**src/rtl/a429_rx_filter.sv**
```systemverilog
module a429_rx_filter #(
  parameter int DEPTH = 32,
  parameter int LBL_N = 16
) (
  input  logic                     clk,
  input  logic                     rst_n,
  input  logic [31:0]              word_i,
  input  logic                     eos_i,
  input  logic                     lbl_en_i,
  input  logic                     sd_en_i,
  input  logic [1:0]               sd_match_i,
  input  logic                     lbl_wr_i,
  input  logic [$clog2(LBL_N)-1:0] lbl_addr_i,
  input  logic [7:0]               lbl_data_i,
  input  logic                     lbl_valid_i,
  input  logic                     rd_i,
  input  logic                     ovf_clr_i,
  output logic [15:0]              rd_data_o,
  output logic                     data_ready_o,
  output logic                     half_full_o,
  output logic                     full_o,
  output logic                     overflow_o
);
  localparam int AW = $clog2(DEPTH);
  localparam int CW = $clog2(DEPTH + 1);
  localparam logic [CW-1:0] FULL_C = CW'(DEPTH);
  localparam logic [CW-1:0] HALF_C = CW'(DEPTH / 2);
  localparam logic [AW-1:0] LAST_C = AW'(DEPTH - 1);

  logic [7:0]    lbl_tab [LBL_N];
  logic [LBL_N-1:0] lbl_vld;
  logic [31:0]   mem [DEPTH];
  logic [AW-1:0] wr_ptr, rd_ptr;
  logic [CW-1:0] count_q;
  logic          upper_q;
  logic          lbl_hit, pass, pop, push, lost;

  always_comb begin
    lbl_hit = 1'b0;
    for (int i = 0; i < LBL_N; i++)
      if (lbl_vld[i] && lbl_tab[i] == word_i[7:0]) lbl_hit = 1'b1;
  end

  assign pass = (!lbl_en_i || lbl_hit) && (!sd_en_i || word_i[9:8] == sd_match_i);
  assign pop  = rd_i && upper_q && count_q != '0;
  assign push = eos_i && pass && (count_q != FULL_C || pop);
  assign lost = eos_i && pass && count_q == FULL_C && !pop;

  assign data_ready_o = count_q != '0;
  assign half_full_o  = count_q >= HALF_C;
  assign full_o       = count_q == FULL_C;
  assign rd_data_o    = upper_q ? mem[rd_ptr][31:16] : mem[rd_ptr][15:0];

  always_ff @(posedge clk or negedge rst_n)
    if (!rst_n) lbl_vld <= '0;
    else if (lbl_wr_i) lbl_vld[lbl_addr_i] <= lbl_valid_i;

  always_ff @(posedge clk)
    if (lbl_wr_i) lbl_tab[lbl_addr_i] <= lbl_data_i;

  always_ff @(posedge clk)
    if (push) mem[wr_ptr] <= {~^word_i, word_i[30:0]};

  always_ff @(posedge clk or negedge rst_n)
    if (!rst_n) begin
      wr_ptr     <= '0;
      rd_ptr     <= '0;
      count_q    <= '0;
      upper_q    <= 1'b0;
      overflow_o <= 1'b0;
    end else begin
      if (push) wr_ptr <= (wr_ptr == LAST_C) ? '0 : wr_ptr + 1'b1;
      if (pop)  rd_ptr <= (rd_ptr == LAST_C) ? '0 : rd_ptr + 1'b1;
      if (push && !pop) count_q <= count_q + 1'b1;
      else if (pop && !push) count_q <= count_q - 1'b1;
      if (rd_i && count_q != '0) upper_q <= ~upper_q;
      if (lost) overflow_o <= 1'b1;
      else if (ovf_clr_i) overflow_o <= 1'b0;
    end
endmodule

```
**config.mk**
```make
export PLATFORM = sky130hd
export DESIGN_NAME = a429_rx_filter
export DESIGN_NICKNAME = d
export VERILOG_FILES = /design/src/rtl/a429_rx_filter.sv
export SDC_FILE = /design/constraint.sdc
export NUM_CORES = 1
export LEC_CHECK = 0
export CAP_MARGIN = 20
export CORE_MARGIN = 5
export CORE_UTILIZATION = 44
export DETAILED_ROUTE_END_ITERATION = 8
export SYNTH_ARGS = -nofsm -noshare
export SYNTH_HDL_FRONTEND = slang
export SYNTH_SLANG_ARGS = --single-unit
```
**constraint.sdc**
```tcl
create_clock -name clk -period 4.2 [get_ports clk]
set_clock_uncertainty 0.2 [all_clocks]
set_input_delay 0.84 -clock clk [delete_from_list [all_inputs] [get_ports clk]]
set_output_delay 0.84 -clock clk [all_outputs]
set_load 0.05 [all_outputs]
```
; ---- Yosys cells after proc, flatten, opt, wreduce, memory -nomap -nowiden
; Memory sizes are Yosys's and may differ from the RTL's.
; Cells that the tools add are included.
[word_totals]
output_inout_bits = 20
ff_bits = 34
ram_bits = 1152
mem_count = 2
inputBits = 55
[op_classes]
eq_ne = 21
n_mux = 30
add_sub_neg = 4
n_reduce_logical = 38
n_bitwise = 1
order_cmp = 3
[memory_table]
columns = name, words, word_bits, rd, rd_clocked_by_memory_dff, write_ports, line_no
row1 = mem, 32, 32, 1, 0, 1, 32  ; logic [31:0] mem [DEPTH];
row2 = lbl_tab, 16, 8, 16, 0, 1, 30  ; logic [7:0] lbl_tab [LBL_N];
[ops]
columns = op, n
row1 = $eq 8x8->1, 16
row2 = $reduce_xnor 32->1, 1
row3 = $logic_and 1x1->1, 27
row4 = $mux 1, 23
row5 = $bwmux 16, 1
row6 = $mux 16, 1
row7 = $mux 6, 2
row8 = $add 5x1->5 const B, 2
row9 = $eq 5x5->1 const B, 2
row10 = $mux 5, 2
row11 = $add 6x1->6 const B, 1
row12 = $eq 6x6->1 const B, 1
row13 = $ge 6x5->1 const B, 1
row14 = $ne 6x6->1 const B, 1
row15 = $reduce_bool 6->1, 1
row16 = $sub 6x1->6 const B, 1
row17 = $lt 4x5->1 const B, 1
row18 = $demux 1 s4, 1
row19 = $ge 4x1->1 const B, 1
row20 = $logic_not 1->1, 4
row21 = $reduce_bool 2->1, 2
row22 = $logic_or 1x1->1, 3
row23 = $eq 2x2->1, 1
row24 = $not 1->1, 1

; ---- Depth between registers and ports, before layout
[logic_depth]
word_depth = 26
depth_mapped = 21
depth_no_buf = 17

; ---- Worst setup path before layout
; Ideal clock, no wire load.
[synth_timing]
kind = input-to-reg
from = in word_i[7]
to = reg count_q[5]
setup_slack_ns = 0.029
setup_time_ns = 0.125
path_buffers = 4
arrival_ns = 3.845
cell_stages = 19
cell_sequence = buf_2 buf_4 xor2_1 o41ai_2 nor2_1 and4_4 nor3_4 buf_6 buf_8 ha_1 inv_1 ha_1 a21o_1 a21oi_1 o21bai_1 a21oi_1 xnor2_1 nor2_1 xor2_1
[synth_via]
elab_chain_len = 25
word_cells_on_any_way = 57
[synth_rtl]
columns = element, line_no
row1 = from (decl), 7  ; input logic [31:0] word_i,
row2 = $eq 8x8->1, 41  ; if (lbl_vld[i] && lbl_tab[i] == word_i[7:0]) lbl_hit = 1'b1;
row3 = $logic_and 1x1->1, 41
row4 = $mux 1 (15 in series), 41
row5 = $mux 1 *, 41
row6 = $logic_or 1x1->1 *, 44  ; assign pass = (!lbl_en_i || lbl_hit) && (!sd_en_i || word_i[9:8] == sd_match_i);
row7 = $logic_and 1x1->1 *, 44
row8 = $logic_and 1x1->1 * (2 in series), 46  ; assign push = eos_i && pass && (count_q != FULL_C || pop);
row9 = net push, 36  ; logic lbl_hit, pass, pop, push, lost;
row10 = $logic_not 1->1, 75  ; else if (pop && !push) count_q <= count_q - 1'b1;
row11 = $logic_and 1x1->1, 75
row12 = $reduce_bool 2->1 (no line), n/a
row13 = to (signal assigned), 74  ; if (push && !pop) count_q <= count_q + 1'b1;
row14 = to (signal assigned), 75
row15 = to (decl), 34  ; logic [CW-1:0] count_q;
; The timed path passes the listed nets; every way through them passes the cells marked *.
; A chain may end at the register's enable or synchronous reset.

; ---- Final worst setup path
[layout_timing]
from = reg rd_ptr[0]
to = out rd_data_o[6]
[layout_via]
elab_chain_len = 2
[layout_rtl]
columns = element, line_no
row1 = from (decl), 33  ; logic [AW-1:0] wr_ptr, rd_ptr;
row2 = from (signal assigned), 73  ; if (pop) rd_ptr <= (rd_ptr == LAST_C) ? '0 : rd_ptr + 1'b1;
row3 = $mem_v2 32x32, n/a
row4 = $mux 16, 52  ; assign rd_data_o = upper_q ? mem[rd_ptr][31:16] : mem[rd_ptr][15:0];
row5 = to (decl), 18  ; output logic [15:0] rd_data_o,
; Every way passes these cells.

==> reports/qor.yml <==
cts_buffers: 117
drtIter0Drc: 2916
ys_warn_count: 0
maxCapViolCount: 0
max_freq_mhz: 229.2
finalWorstSetupSlack_ns: -0.1637
io_pins: 75
antenna_found_initial: 6
worstPathRequired_ns: 3.16
design_power_total_uw: 38320
r2r_end: "count_q[5]$_DFFE_PN0P_"
fillCellCount: 8176
endpoint_kind: "primary output"
final_layout_size_suffix_gt1_frac: 0.2917
grt_pass1_vias: 26310
holdPathStages: 1
ys_seq_area_frac: 0.7524
clk_pin_slew_worst_paths_ns: 0.07
hold_path.class: "register to register"
status: "finished with violations"
rsz0062_at_grt: "yes"
fin_util: 0.5375
max-vdd-ir-drop_mv: 1.284
grt.overflow.total: 0
violations: "negative setup slack"
reg2reg_depth: 17
report.final.slew_viol_count: 0
drcViolationCount: 0
die_area_sq_mm: 0.1137
period_minus_slack_ns: 4.364
htree_levels: 3
drt_wl_total_mm: 131.8
die_h_um: 337.2
syn-mean-instance-area_sq_um: 18.93
cp-start-kind: "register"
cts.path.max_buffers: 3
root_buffer: "clkbuf_16"
hold_viol_final: 0
port_buffers: 74
firstDrtPassIters: 5
synthFlopType: "edfxtp_1"
dp_hpwl_mm: 76.35
tightest_slew_ns: 1.008
slew-limit-headroom: 0.3277
area.growth.synth_to_final_pct: 21.81
gp_congestion: 0.8262
whs_endpoint: "count_q[5]$_DFFE_PN0P_"
antenna_left: 0
clock_latency_ns: 0.70
grt_pass1_wl_mm: 187.7
cp_max_fo: 7
nNetsFinal: 2934
finalCritPeriodShare: 1.039
p_leak_uw: 0.01921
core_sq_mm: 0.1068
synth_cell_type_count: 47
dp_slack_ns: -0.2916
vias_per_cell: 5.932
crit_start: "rd_ptr[0]$_DFFE_PN0P_"
start_util: 0.4413
grt_util_all_layers: 0.2298
arrival_ns: 3.32
synth.cell_area_sq_mm: 0.04711
finalSetupViolCount: 16
worst-setup-path-type: "register to primary output"
synth-edff-count: 1152
die-width_um: 337.2
syn_inst: 2489
grt_max_degree: 47
ys_ff_latch: 1186
reg2reg_from: "lbl_tab[12][5]$_DFFE_PP_"
synthArstFlopShare: 0.02867
p_per_area_mw_per_mm2: 667.8
reg2reg_slack_ns: 0.48
wl_per_cell_um: 30.16
via_count: 25920
num_rows: 120
cts_sinks: 1186
syn-num-nets: 2557
min_from: "count_q[5]$_DFFE_PN0P_"
cts_tree: "built"
worst_hold_slack_ns: 0.2963
[metrics by stage]
stage | cell area [sq um] | cells | TNS (ns)
after floorplan | 47110 | 2489 | 0
after global placement | 51790 | 4068 | -0.2870
after detailed placement | 51790 | 4068 | -0.4177
after CTS | 56690 | 4334 | -2.766
after global routing | 57370 | 4368 | -3.172
final | 57380 | 4370 | -1.651
[area by class of cell]
class / instances / area [sq um] / area share
antenna: 2 / 5.005 / 0.00008722
clock buffer: 156 / 3156 / 0.05499
clock inverter: 62 / 516.7 / 0.009006
inverter: 5 / 18.77 / 0.0003271
multi-input combinational: 1161 / 11440 / 0.1994
sequential: 1186 / 35460 / 0.6180
tap: 1403 / 1755 / 0.03059
timing repair buffer: 395 / 5024 / 0.08755
[logic make-up (layout without fill, tap and decap cells)]
logic type	Yosys count	in the layout	share of synthesized area
AND/OR/NAND/NOR	211	211	0.02292
other	0	2	0
flip-flops	1186	1186	0.7524
AO/OA/AOI/OAI	346	346	0.04436
multiplexers	423	423	0.1304
adder cells (fa/ha/maj)	13	13	0.003612
XOR/XNOR	168	168	0.03124
buffers and inverters	142	618	0.01503
[critical path, stage by stage (launching register included)]
cell and delay, ns:
dfrtp_4 0.46, buf_12 0.17, buf_16 0.17, buf_8 0.14
mux4_2 0.51, o22ai_1 0.17, a21oi_1 0.07, buf_4 0.22
mux4_2 0.52, buf_8 0.18
[Yosys cell counts, types with 2 or more instances]
cell | number | area, sq um
edfxtp_1 | 1152 | 34590
mux2i_1 | 194 | 1942
mux4_2 | 144 | 3243
a21oi_1 | 132 | 660.6
xor2_1 | 107 | 937.2
mux2_2 | 85 | 957.2
o21ai_0 | 76 | 380.4
nand2_1 | 75 | 281.5
clkbuf_1 | 71 | 266.5
o221ai_1 | 64 | 560.5
o22ai_1 | 64 | 400.4
xnor2_1 | 61 | 534.3
buf_2 | 43 | 215.2
and3_1 | 36 | 225.2
dfrtp_1 | 34 | 850.8
nor2_1 | 22 | 82.58
nor4_1 | 20 | 125.1
nor3_1 | 16 | 80.08
nand3_1 | 13 | 65.06
ha_1 | 12 | 150.1
buf_4 | 10 | 75.07
nand4_1 | 9 | 56.30
buf_6 | 8 | 90.09
inv_1 | 5 | 18.77
nand2b_1 | 5 | 31.28
nor3b_1 | 4 | 30.03
and3b_1 | 3 | 26.28
a21o_1 | 2 | 15.01
buf_1 | 2 | 7.510
buf_8 | 2 | 30.03
nand3b_1 | 2 | 15.01
[timing repair]
action,in CTS,in global routing
endpoints found under the hold margin,0,14
endpoints found under the setup margin,16,16
pin swaps,28,25
hold buffers,0,1
setup buffers,33,29
cloned,16,5
resized for setup,123,109
[report_power, final]
part | switching (uW) | internal [uW] | leakage, uW
Clock | 4400 | 5640 | 0.00178
Combinational | 7930 | 6520 | 0.00665
Sequential | 337 | 13500 | 0.0108
[cells in the final DEF (no fill, tap or decap), types with 7 or more instances in the layout]
cell / instances
a21oi_1: 94
a21oi_2: 38
and3_2: 32
buf_12: 95
buf_16: 19
buf_2: 9
buf_4: 178
buf_6: 17
buf_8: 18
clkbuf_1: 32
clkbuf_16: 123
clkdlybuf4s50_1: 49
clkinv_1: 29
clkinv_2: 14
dfrtp_1: 29
edfxtp_1: 1152
ha_1: 12
mux2_2: 85
mux2i_1: 187
mux4_2: 144
nand2_1: 74
nand3_1: 13
nand4_1: 9
nor2_1: 22
nor3_1: 16
nor4_1: 20
o21ai_0: 29
o21ai_1: 40
o21ai_2: 7
o221ai_1: 50
o221ai_2: 14
o22ai_1: 44
o22ai_2: 20
xnor2_1: 60
xor2_1: 107
[routing by layer]
metal	global-route usage	vias up	routed length, um	share of wire
met5	0	-	0	0
met4	0.05464	0	3125	0.024
met3	0.04041	197	11210	0.085
met2	0.3652	1222	61720	0.47
met1	0.3350	13650	55740	0.42
li1	-	10850	-	-
[worst max-delay path by stage]
| stage | end | cells past startpoint |
|---|---|---|
| after floorplan | count_q[5]$_DFFE_PN0P_ | 19 |
| after global placement | count_q[5]$_DFFE_PN0P_ | 20 |
| after detailed placement | count_q[5]$_DFFE_PN0P_ | 20 |
| after CTS | rd_data_o[9] | 8 |
| after global routing | rd_data_o[10] | 8 |
| final | rd_data_o[6] | 9 |
[registers in the layout (all words and copies together), names as in the netlist]
signal	cells
count_q	6
lbl_tab	128
lbl_vld	16
mem	1024
overflow_o	1
rd_ptr	5
upper_q	1
wr_ptr	5
Power figures use the tool's default switching activity.
